### src/rtl/smb_cfg_pkg.sv
package smb_cfg_pkg;
  parameter int unsigned REG_COUNT = 8;
  parameter int unsigned BYTE_W    = 8;
  localparam int unsigned PTR_W    = $clog2(REG_COUNT) + 1;

  typedef enum logic [2:0] {
    LK_IDLE, LK_RX, LK_RX_ACK, LK_TX, LK_TX_ACK, LK_SKIP
  } link_st_t;

  typedef enum logic [1:0] {
    FD_ADDR, FD_INDEX, FD_COUNT, FD_DATA
  } field_t;

  // bits the host may change, per register
  function automatic logic [BYTE_W-1:0] wr_mask(input int idx);
    case (idx)
      1:       return 8'hC7;
      2:       return 8'hF8;
      3, 4, 5: return 8'hFF;
      6:       return 8'hB7;
      default: return 8'h00;
    endcase
  endfunction

  function automatic logic [BYTE_W-1:0] rst_val(input int idx);
    case (idx)
      1:       return 8'h47;
      3:       return 8'hFF;
      4:       return 8'hC7;
      5:       return 8'hDF;
      6:       return 8'h03;
      default: return 8'h00;
    endcase
  endfunction
endpackage

### src/rtl/smb_sync.sv
module smb_sync #(
  parameter int unsigned  W       = 1,
  parameter int unsigned  STAGES  = 2,
  parameter logic [W-1:0] RST_VAL = '0
) (
  input  logic         clk,
  input  logic         rst_n,
  input  logic [W-1:0] d_i,
  output logic [W-1:0] q_o
);
  logic [STAGES-1:0][W-1:0] pipe;

  genvar s;
  generate
    for (s = 0; s < STAGES; s++) begin : g_stage
      if (s == 0) begin : g_first
        always_ff @(posedge clk or negedge rst_n) begin
          if (!rst_n) pipe[s] <= RST_VAL;
          else        pipe[s] <= d_i;
        end
      end else begin : g_next
        always_ff @(posedge clk or negedge rst_n) begin
          if (!rst_n) pipe[s] <= RST_VAL;
          else        pipe[s] <= pipe[s-1];
        end
      end
    end
  endgenerate

  assign q_o = pipe[STAGES-1];
endmodule

### src/rtl/smb_reg_bank.sv
module smb_reg_bank
  import smb_cfg_pkg::*;
#(
  parameter logic [3:0] REV_ID  = 4'h2,
  parameter logic [3:0] VEND_ID = 4'h1
) (
  input  logic                        clk,
  input  logic                        rst_n,
  input  logic                        wr_en,
  input  logic [PTR_W-1:0]            idx,
  input  logic [BYTE_W-1:0]           wr_data,
  input  logic [1:0]                  fsel,
  output logic [BYTE_W-1:0]           rd_data,
  output logic [REG_COUNT*BYTE_W-1:0] cfg_flat
);
  logic [BYTE_W-1:0] bytes [REG_COUNT];

  genvar i;
  generate
    for (i = 0; i < REG_COUNT; i++) begin : g_reg
      if (i == 0) begin : g_status
        assign bytes[i] = {{(BYTE_W-2){1'b0}}, fsel};
      end else if (i == REG_COUNT - 1) begin : g_ident
        assign bytes[i] = {REV_ID, VEND_ID};
      end else begin : g_rw
        localparam logic [BYTE_W-1:0] MASK = wr_mask(i);
        localparam logic [BYTE_W-1:0] INIT = rst_val(i);
        logic [BYTE_W-1:0] val_q, val_d;
        logic              hit;
        assign hit = wr_en && (idx == PTR_W'(i));
        always_comb begin
          val_d = val_q;
          if (hit) val_d = (val_q & ~MASK) | (wr_data & MASK);
        end
        always_ff @(posedge clk or negedge rst_n) begin
          if (!rst_n) val_q <= INIT;
          else        val_q <= val_d;
        end
        assign bytes[i] = val_q;
      end
      assign cfg_flat[i*BYTE_W +: BYTE_W] = bytes[i];
    end
  endgenerate

  always_comb begin
    rd_data = '0;
    for (int k = 0; k < REG_COUNT; k++)
      if (idx == PTR_W'(k)) rd_data = bytes[k];
  end
endmodule

### src/rtl/smb_link_fsm.sv
module smb_link_fsm
  import smb_cfg_pkg::*;
#(
  parameter logic [6:0] DEV_ADDR = 7'h69
) (
  input  logic              clk,
  input  logic              rst_n,
  input  logic              scl_s,
  input  logic              sda_s,
  input  logic [BYTE_W-1:0] rd_data,
  output logic              wr_en,
  output logic [PTR_W-1:0]  idx,
  output logic [BYTE_W-1:0] wr_data,
  output logic              sda_oe
);
  localparam logic [PTR_W-1:0]  PTR_END = PTR_W'(REG_COUNT);
  localparam logic [BYTE_W-1:0] IDX_END = BYTE_W'(REG_COUNT);

  link_st_t          st_q, st_d;
  field_t            fd_q, fd_d;
  logic [3:0]        bit_q, bit_d;
  logic [BYTE_W-1:0] sh_q, sh_d;
  logic [PTR_W-1:0]  ptr_q, ptr_d;
  logic [BYTE_W-1:0] cnt_q, cnt_d;
  logic [BYTE_W-1:0] left_q, left_d;
  logic              rd_q, rd_d;
  logic              oe_q, oe_d;
  logic              scl_p, sda_p;
  logic              scl_rise, scl_fall, start_ev, stop_ev;
  logic [PTR_W-1:0]  ptr_inc;

  assign scl_rise = scl_s & ~scl_p;
  assign scl_fall = ~scl_s & scl_p;
  assign start_ev = scl_s & scl_p & sda_p & ~sda_s;
  assign stop_ev  = scl_s & scl_p & ~sda_p & sda_s;
  assign ptr_inc  = (ptr_q == PTR_END) ? ptr_q : ptr_q + 1'b1;

  always_comb begin
    st_d = st_q; fd_d = fd_q; bit_d = bit_q; sh_d = sh_q; ptr_d = ptr_q;
    cnt_d = cnt_q; left_d = left_q; rd_d = rd_q; oe_d = oe_q;
    wr_en = 1'b0;
    if (start_ev) begin
      st_d = LK_RX; fd_d = FD_ADDR; bit_d = '0; oe_d = 1'b0; rd_d = 1'b0;
    end else if (stop_ev) begin
      st_d = LK_IDLE; oe_d = 1'b0;
    end else begin
      case (st_q)
        LK_RX: begin
          if (scl_rise && bit_q != 4'd8) begin
            sh_d  = {sh_q[BYTE_W-2:0], sda_s};
            bit_d = bit_q + 4'd1;
          end
          if (scl_fall && bit_q == 4'd8) begin
            st_d = LK_RX_ACK; oe_d = 1'b1; bit_d = '0;
            case (fd_q)
              FD_ADDR: begin
                if (sh_q[7:1] != DEV_ADDR) begin
                  st_d = LK_SKIP; oe_d = 1'b0;
                end else if (sh_q[0]) begin
                  rd_d = 1'b1; sh_d = cnt_q;
                end else begin
                  rd_d = 1'b0; fd_d = FD_INDEX;
                end
              end
              FD_INDEX: begin
                ptr_d = (sh_q >= IDX_END) ? PTR_END : sh_q[PTR_W-1:0];
                fd_d  = FD_COUNT;
              end
              FD_COUNT: begin
                cnt_d = sh_q; left_d = sh_q; fd_d = FD_DATA;
              end
              default: begin
                if (left_q != '0) begin
                  left_d = left_q - 1'b1;
                  wr_en  = (ptr_q < PTR_END);
                  ptr_d  = ptr_inc;
                end
              end
            endcase
          end
        end
        LK_RX_ACK: begin
          if (scl_fall) begin
            bit_d = '0;
            if (rd_q) begin st_d = LK_TX; oe_d = ~sh_q[7]; end
            else      begin st_d = LK_RX; oe_d = 1'b0; end
          end
        end
        LK_TX: begin
          if (scl_fall) begin
            if (bit_q == 4'd7) begin
              st_d = LK_TX_ACK; oe_d = 1'b0;
            end else begin
              sh_d  = {sh_q[BYTE_W-2:0], 1'b0};
              bit_d = bit_q + 4'd1;
              oe_d  = ~sh_q[6];
            end
          end
        end
        LK_TX_ACK: begin
          if (scl_rise) begin
            if (!sda_s) begin sh_d = rd_data; ptr_d = ptr_inc; end
            else st_d = LK_SKIP;
          end else if (scl_fall) begin
            st_d = LK_TX; bit_d = '0; oe_d = ~sh_q[7];
          end
        end
        default: ;
      endcase
    end
  end

  always_ff @(posedge clk or negedge rst_n) begin
    if (!rst_n) begin
      st_q <= LK_IDLE; fd_q <= FD_ADDR; bit_q <= '0; sh_q <= '0;
      ptr_q <= '0; cnt_q <= IDX_END; left_q <= '0; rd_q <= 1'b0;
      oe_q <= 1'b0; scl_p <= 1'b1; sda_p <= 1'b1;
    end else begin
      st_q <= st_d; fd_q <= fd_d; bit_q <= bit_d; sh_q <= sh_d;
      ptr_q <= ptr_d; cnt_q <= cnt_d; left_q <= left_d; rd_q <= rd_d;
      oe_q <= oe_d; scl_p <= scl_s; sda_p <= sda_s;
    end
  end

  assign idx     = ptr_q;
  assign wr_data = sh_q;
  assign sda_oe  = oe_q;
endmodule

### src/rtl/smb_cfg_slave.sv
module smb_cfg_slave
  import smb_cfg_pkg::*;
#(
  parameter logic [6:0]  DEV_ADDR    = 7'h69,
  parameter logic [3:0]  REV_ID      = 4'h2,
  parameter logic [3:0]  VEND_ID     = 4'h1,
  parameter int unsigned SYNC_STAGES = 2
) (
  input  logic                        clk,
  input  logic                        rst_n,
  input  logic                        scl_i,
  input  logic                        sda_i,
  input  logic [1:0]                  fsel_i,
  output logic                        sda_oe_o,
  output logic [REG_COUNT*BYTE_W-1:0] cfg_o
);
  logic [1:0]        rst_pipe;
  logic              rst_q_n;
  logic [1:0]        line_s;
  logic [1:0]        fsel_s;
  logic              bank_we;
  logic [PTR_W-1:0]  bank_idx;
  logic [BYTE_W-1:0] bank_wd, bank_rd;

  always_ff @(posedge clk or negedge rst_n) begin
    if (!rst_n) rst_pipe <= 2'b00;
    else        rst_pipe <= {rst_pipe[0], 1'b1};
  end
  assign rst_q_n = rst_pipe[1];

  smb_sync #(.W(2), .STAGES(SYNC_STAGES), .RST_VAL(2'b11)) u_line_sync (
    .clk(clk), .rst_n(rst_q_n), .d_i({scl_i, sda_i}), .q_o(line_s));

  smb_sync #(.W(2), .STAGES(SYNC_STAGES), .RST_VAL(2'b00)) u_fsel_sync (
    .clk(clk), .rst_n(rst_q_n), .d_i(fsel_i), .q_o(fsel_s));

  smb_link_fsm #(.DEV_ADDR(DEV_ADDR)) u_link (
    .clk(clk), .rst_n(rst_q_n), .scl_s(line_s[1]), .sda_s(line_s[0]),
    .rd_data(bank_rd), .wr_en(bank_we), .idx(bank_idx),
    .wr_data(bank_wd), .sda_oe(sda_oe_o));

  smb_reg_bank #(.REV_ID(REV_ID), .VEND_ID(VEND_ID)) u_bank (
    .clk(clk), .rst_n(rst_q_n), .wr_en(bank_we), .idx(bank_idx),
    .wr_data(bank_wd), .fsel(fsel_s), .rd_data(bank_rd), .cfg_flat(cfg_o));
endmodule

### config.mk
export PLATFORM = sky130hd
export DESIGN_NAME = smb_cfg_slave
export DESIGN_NICKNAME = d
export VERILOG_FILES = /design/src/rtl/smb_cfg_pkg.sv /design/src/rtl/smb_sync.sv /design/src/rtl/smb_reg_bank.sv /design/src/rtl/smb_link_fsm.sv /design/src/rtl/smb_cfg_slave.sv
export SDC_FILE = /design/constraint.sdc
export NUM_CORES = 1
export LEC_CHECK = 0
export BUFFER_PORTS_ARGS = -buffer_cell sky130_fd_sc_hd__buf_2
export CAP_MARGIN = 25
export CORE_AREA = 3 3 124 96
export CTS_CLUSTER_SIZE = 12
export DETAILED_ROUTE_END_ITERATION = 6
export DIE_AREA = 0 0 127 99
export MAX_ROUTING_LAYER = met4
export PLACE_DENSITY = 0.72
export SETUP_SLACK_MARGIN = 0.15
export SLEW_MARGIN = 20
export SYNTH_ARGS = -nofsm -noshare
export SYNTH_HDL_FRONTEND = slang
export SYNTH_HIERARCHICAL = 1
export SYNTH_SLANG_ARGS = --single-unit
### constraint.sdc
create_clock -name clk -period 5.4 [get_ports clk]
set_input_delay 0.81 -clock clk [delete_from_list [all_inputs] [get_ports clk]]
set_output_delay 0.81 -clock clk [all_outputs]
set_load 0.005 [all_outputs]
==> run_results.csv <==
group,metric,value,unit
cells_and_area,fin_nets,560,
place,portBuffers,48,
place,placed_cells,670,
detailed_routing,drc,0,
clock_network,clockBufferDepth,2,
synth,ys_ff_latch,91,
power_and_ir_drop,power_density,319,nW/um2
clock_network,numCtsBuffers,9,
power_and_ir_drop,power.leakage,2.66,nW
detailed_routing,dr.first_iter.drc_count,451,
clock_network,cts_resized,0,
setup_path,cpPeakStageDelay,0.54,ns
place,routabilityCongestion,0.913,
die,core_area,10800,um2
timing,min_period_over_period,58.8,%
die,rows,33,
global_routing,grt_max_degree,52,
detailed_routing,vias,4126,
setup_path,crit_arrival,3.44,ns
cells_and_area,syn2layout_area_growth,9.74,%
global_routing,gr-usage-met1,32.0,%
detailed_routing,routed_wl,13.0,mm
timing,fmax,315,MHz
place,hpwlAfterDp,9.10,mm
detailed_routing,drtPass1Iterations,5,
die,ios,71,
min_path,hp-class,"in2async",
detailed_routing,post_drt_wl_per_cell,19.0,um
synth,netlist.area_leader.share,27.1,%
timing,fin_crit,3.17,ns
job,drv_cap,0,
die,die-area,12600,um2
clock_network,cts_tree,"built",
global_routing,grtUsageTotal,21.5,%
status,status,"finished clean",
timing,holdWs,0.238,ns
die,die_h,99,um
setup_path,crit_chain,"ha_1 -> nand4b_1 -> a211oi_2 -> and4b_1 -> nor3b_1 -> and3_1 -> mux2_2",
setup_path,cp_max_fo,8,
clock_network,postCtsSetupBuffers,0,
timing,tightest_slew,0.800,ns
die,die_x,127,um
cells_and_area,antenna_cells,0,
clock_network,cts-root-buf,"clkbuf_16",
setup_path,critPathTopFamily,"simple AND/OR/NAND/NOR gates",
synth,synth_edf_count,0,
global_routing,gr-max-usage-layer,"met1",
global_routing,antenna_found_initial,0,
timing,fin_worst_skew,0.00894,ns
synth,synth_cell_type_count,72,
synth,synth_ff_type,"dfrtp_1",
synth,synth.largest_area_cell,"dfrtp_1",
setup_path,crit_buf_inv,0,
setup_path,cp-start-kind,"flip-flop",
timing,drv_slew,0,
detailed_routing,ant_nets,0,
synth,yosysWarnings,6,
global_routing,grt_pass1_wl,20.7,mm
global_routing,grt_use_met3,4.39,%
die,start_util,49.4,%
timing,rsz0062_at_grt,"no",
clock_network,htree_levels,3,
synth,async_flop_share,100,%
synth,avgSynthCellArea,10.5,um2
setup_path,cp.required,5.67,ns
power_and_ir_drop,power.total,1.87,mW
global_routing,grt_util_met2,30.0,%
cells_and_area,layout.cells.non_filler,686,
power_and_ir_drop,ir_worst_vdd,0.000181,V
setup_path,cpMaxStageDelayCell,"dfstp_2",
timing,hold_viol_final,0,
setup_path,end_kind,"flip-flop",
clock_network,numClockSinks,91,
global_routing,overflow,0,
synth,seq_area_frac_synth,43.4,%
cells_and_area,drive_gt1_share,31.5,%
timing,timing.slew.headroom,45.8,%
timing,setup_viol,0,
synth,synth_area,5350,um2
detailed_routing,viasPerCell,6.01,
timing,fin_setup_tns,0,ns
setup_path,path_class,"reg2reg",
clock_network,clock_latency,0.34,ns
synth,synthCells,510,
global_routing,grt_pass1_vias,3865,
clock_network,clk_pin_slew_worst_paths,0.07,ns
synth,synth_area_leaders,"dfrtp_1, dfstp_2, mux2_2",
clock_network,postCtsHoldBufs,0,
[routing by layer]
| metal | routed length (um) | part of all wire (%) |
|---|---|---|
| met5 | 0 | 0 |
| met4 | 155 | 1.2 |
| met3 | 834 | 6.4 |
| met2 | 5780 | 44 |
| met1 | 6230 | 48 |
[through the flow]
stage / worst slack (ns) / util [%] / instance area [um2]
after floorplan: 2.74 / - / 5420
after global placement: 2.39 / 51.2 / 5540
after detailed placement: 2.28 / 51.2 / 5540
after CTS: 2.26 / 54.2 / 5870
after global routing: 2.03 / 54.2 / 5870
final: 2.23 / 54.2 / 5870
[worst reg2reg max path, delay by kind of cell (launching register included)]
kind	cells	cell delay, ns
AO/OA/AOI/OAI	1	0.46
adder cells (fa/ha/maj)	1	0.26
flip-flops	1	0.54
multiplexers	1	0.39
AND/OR/NAND/NOR	4	1.46
[synth_stat cells (3+ instances only)]
cell and number:
a31oi_1 5, nor2b_1 7, nor2_1 28, nor3_1 9
dfstp_2 33, nand2_1 22, nand2b_1 6, and3_1 7
inv_1 20, and2_1 6, or3_1 4, o21ai_0 28
buf_2 6, nand3_1 6, nand4b_1 4, mux2_2 47
ha_1 13, o221ai_1 3, or2_2 3, mux2i_1 14
nand3b_1 7, nor3b_1 6, buf_4 30, a22oi_1 8
o22a_1 6, mux2_4 8, and4b_1 3, and3b_1 3
a221o_1 3, dfrtp_1 58, o22ai_1 9, a211oi_1 4
a221oi_1 3, conb_1 3, a21o_1 3, o31a_1 4
clkbuf_1 12, a21oi_1 28
[worst paths after layout]
| check | from | endpoint | slack [ns] | cells after the start |
|---|---|---|---|---|
| max in group asynchronous | rst_pipe[1]$_DFF_PN0_ | u_link/bit_q[0]$_DFFE_PN0P_ | 4.05 | 1 |
| setup / recovery | u_link/scl_p$_DFF_PN1_ | u_bank/g_reg[3].g_rw.val_q[2]$_DFFE_PN1P_ | 2.23 | 7 |
| min in group clk | u_fsel_sync/pipe[0]$_DFF_PN0_ | u_fsel_sync/q_o[0]$_DFF_PN0_ | 0.35 | 0 |
| hold reg to reg | rst_pipe[1]$_DFF_PN0_ | u_fsel_sync/pipe[0]$_DFF_PN0_ | 0.31 | 0 |
| hold / removal | rst_n | rst_pipe[1]$_DFF_PN0_ | 0.24 | 1 |
| setup reg to reg | u_link/scl_p$_DFF_PN1_ | u_bank/g_reg[3].g_rw.val_q[2]$_DFFE_PN1P_ | 2.23 | 7 |
[state kept, by name, indices dropped and copies added, names as in the netlist]
name                 flops
rst_pipe                 2
u_link/bit_q             4
u_fsel_sync/q_o          2
u_link/wr_data           8
u_link/scl_p             1
u_link/sda_p             1
u_bank/g.g_rw.val_q     40
u_link/cnt_q             8
u_link/rd_q              1
u_line_sync/q_o          2
u_link/sda_oe            1
u_line_sync/pipe         2
u_link/idx               4
u_link/fd_q              2
u_link/left_q            8
u_fsel_sync/pipe         2
u_link/st_q              3
[cell families (layout without fill, tap and decap cells)]
group | Yosys count | count (layout) | share of synthesized area, %
flops | 91 | 91 | 43.4
buf+inv | 71 | 87 | 7.40
xor+xnor | 2 | 2 | 0.328
compound gates | 123 | 123 | 15.4
other cells | 3 | 23 | 0.211
simple gates | 138 | 138 | 15.5
fa+ha+maj | 13 | 13 | 3.04
mux | 69 | 69 | 14.8
[power breakdown]
group	switching [mW]	total, mW	internal, mW	leakage (nW)
logic	0.168	0.312	0.143	1.38
registers	0.142	0.871	0.729	1.12
clock network	0.276	0.687	0.411	0.158
total	0.587	1.87	1.28	2.66
[layout by cell type, fill, tap and decap left out, drive strengths merged, types with 4 or more instances in the layout]
| cell type | count |
|---|---|
| a22oi | 8 |
| nand3 | 6 |
| dfstp | 33 |
| nand2 | 22 |
| ha | 13 |
| dfrtp | 58 |
| nor2b | 7 |
| mux2 | 55 |
| a211oi | 5 |
| or3 | 4 |
| clkbuf | 10 |
| inv | 22 |
| nand4b | 4 |
| a21oi | 28 |
| and2 | 6 |
| mux2i | 14 |
| and3 | 7 |
| o22ai | 9 |
| o22a | 6 |
| nor3 | 11 |
| nor3b | 7 |
| buf | 51 |
| or2 | 4 |
| o31a | 4 |
| conb | 23 |
| nor2 | 29 |
| nand2b | 6 |
| o21ai | 30 |
| a31oi | 5 |
| nand3b | 8 |
[final cells by class]
class	count	area [um2]
clock buffer	10	229
clock inverter	6	95.1
fill	950	4950
inverter	20	75.1
multi-input combinational	368	2710
sequential	91	2320
tap	140	175
timing repair buffer	51	263
(Power assumes the default switching activity.)
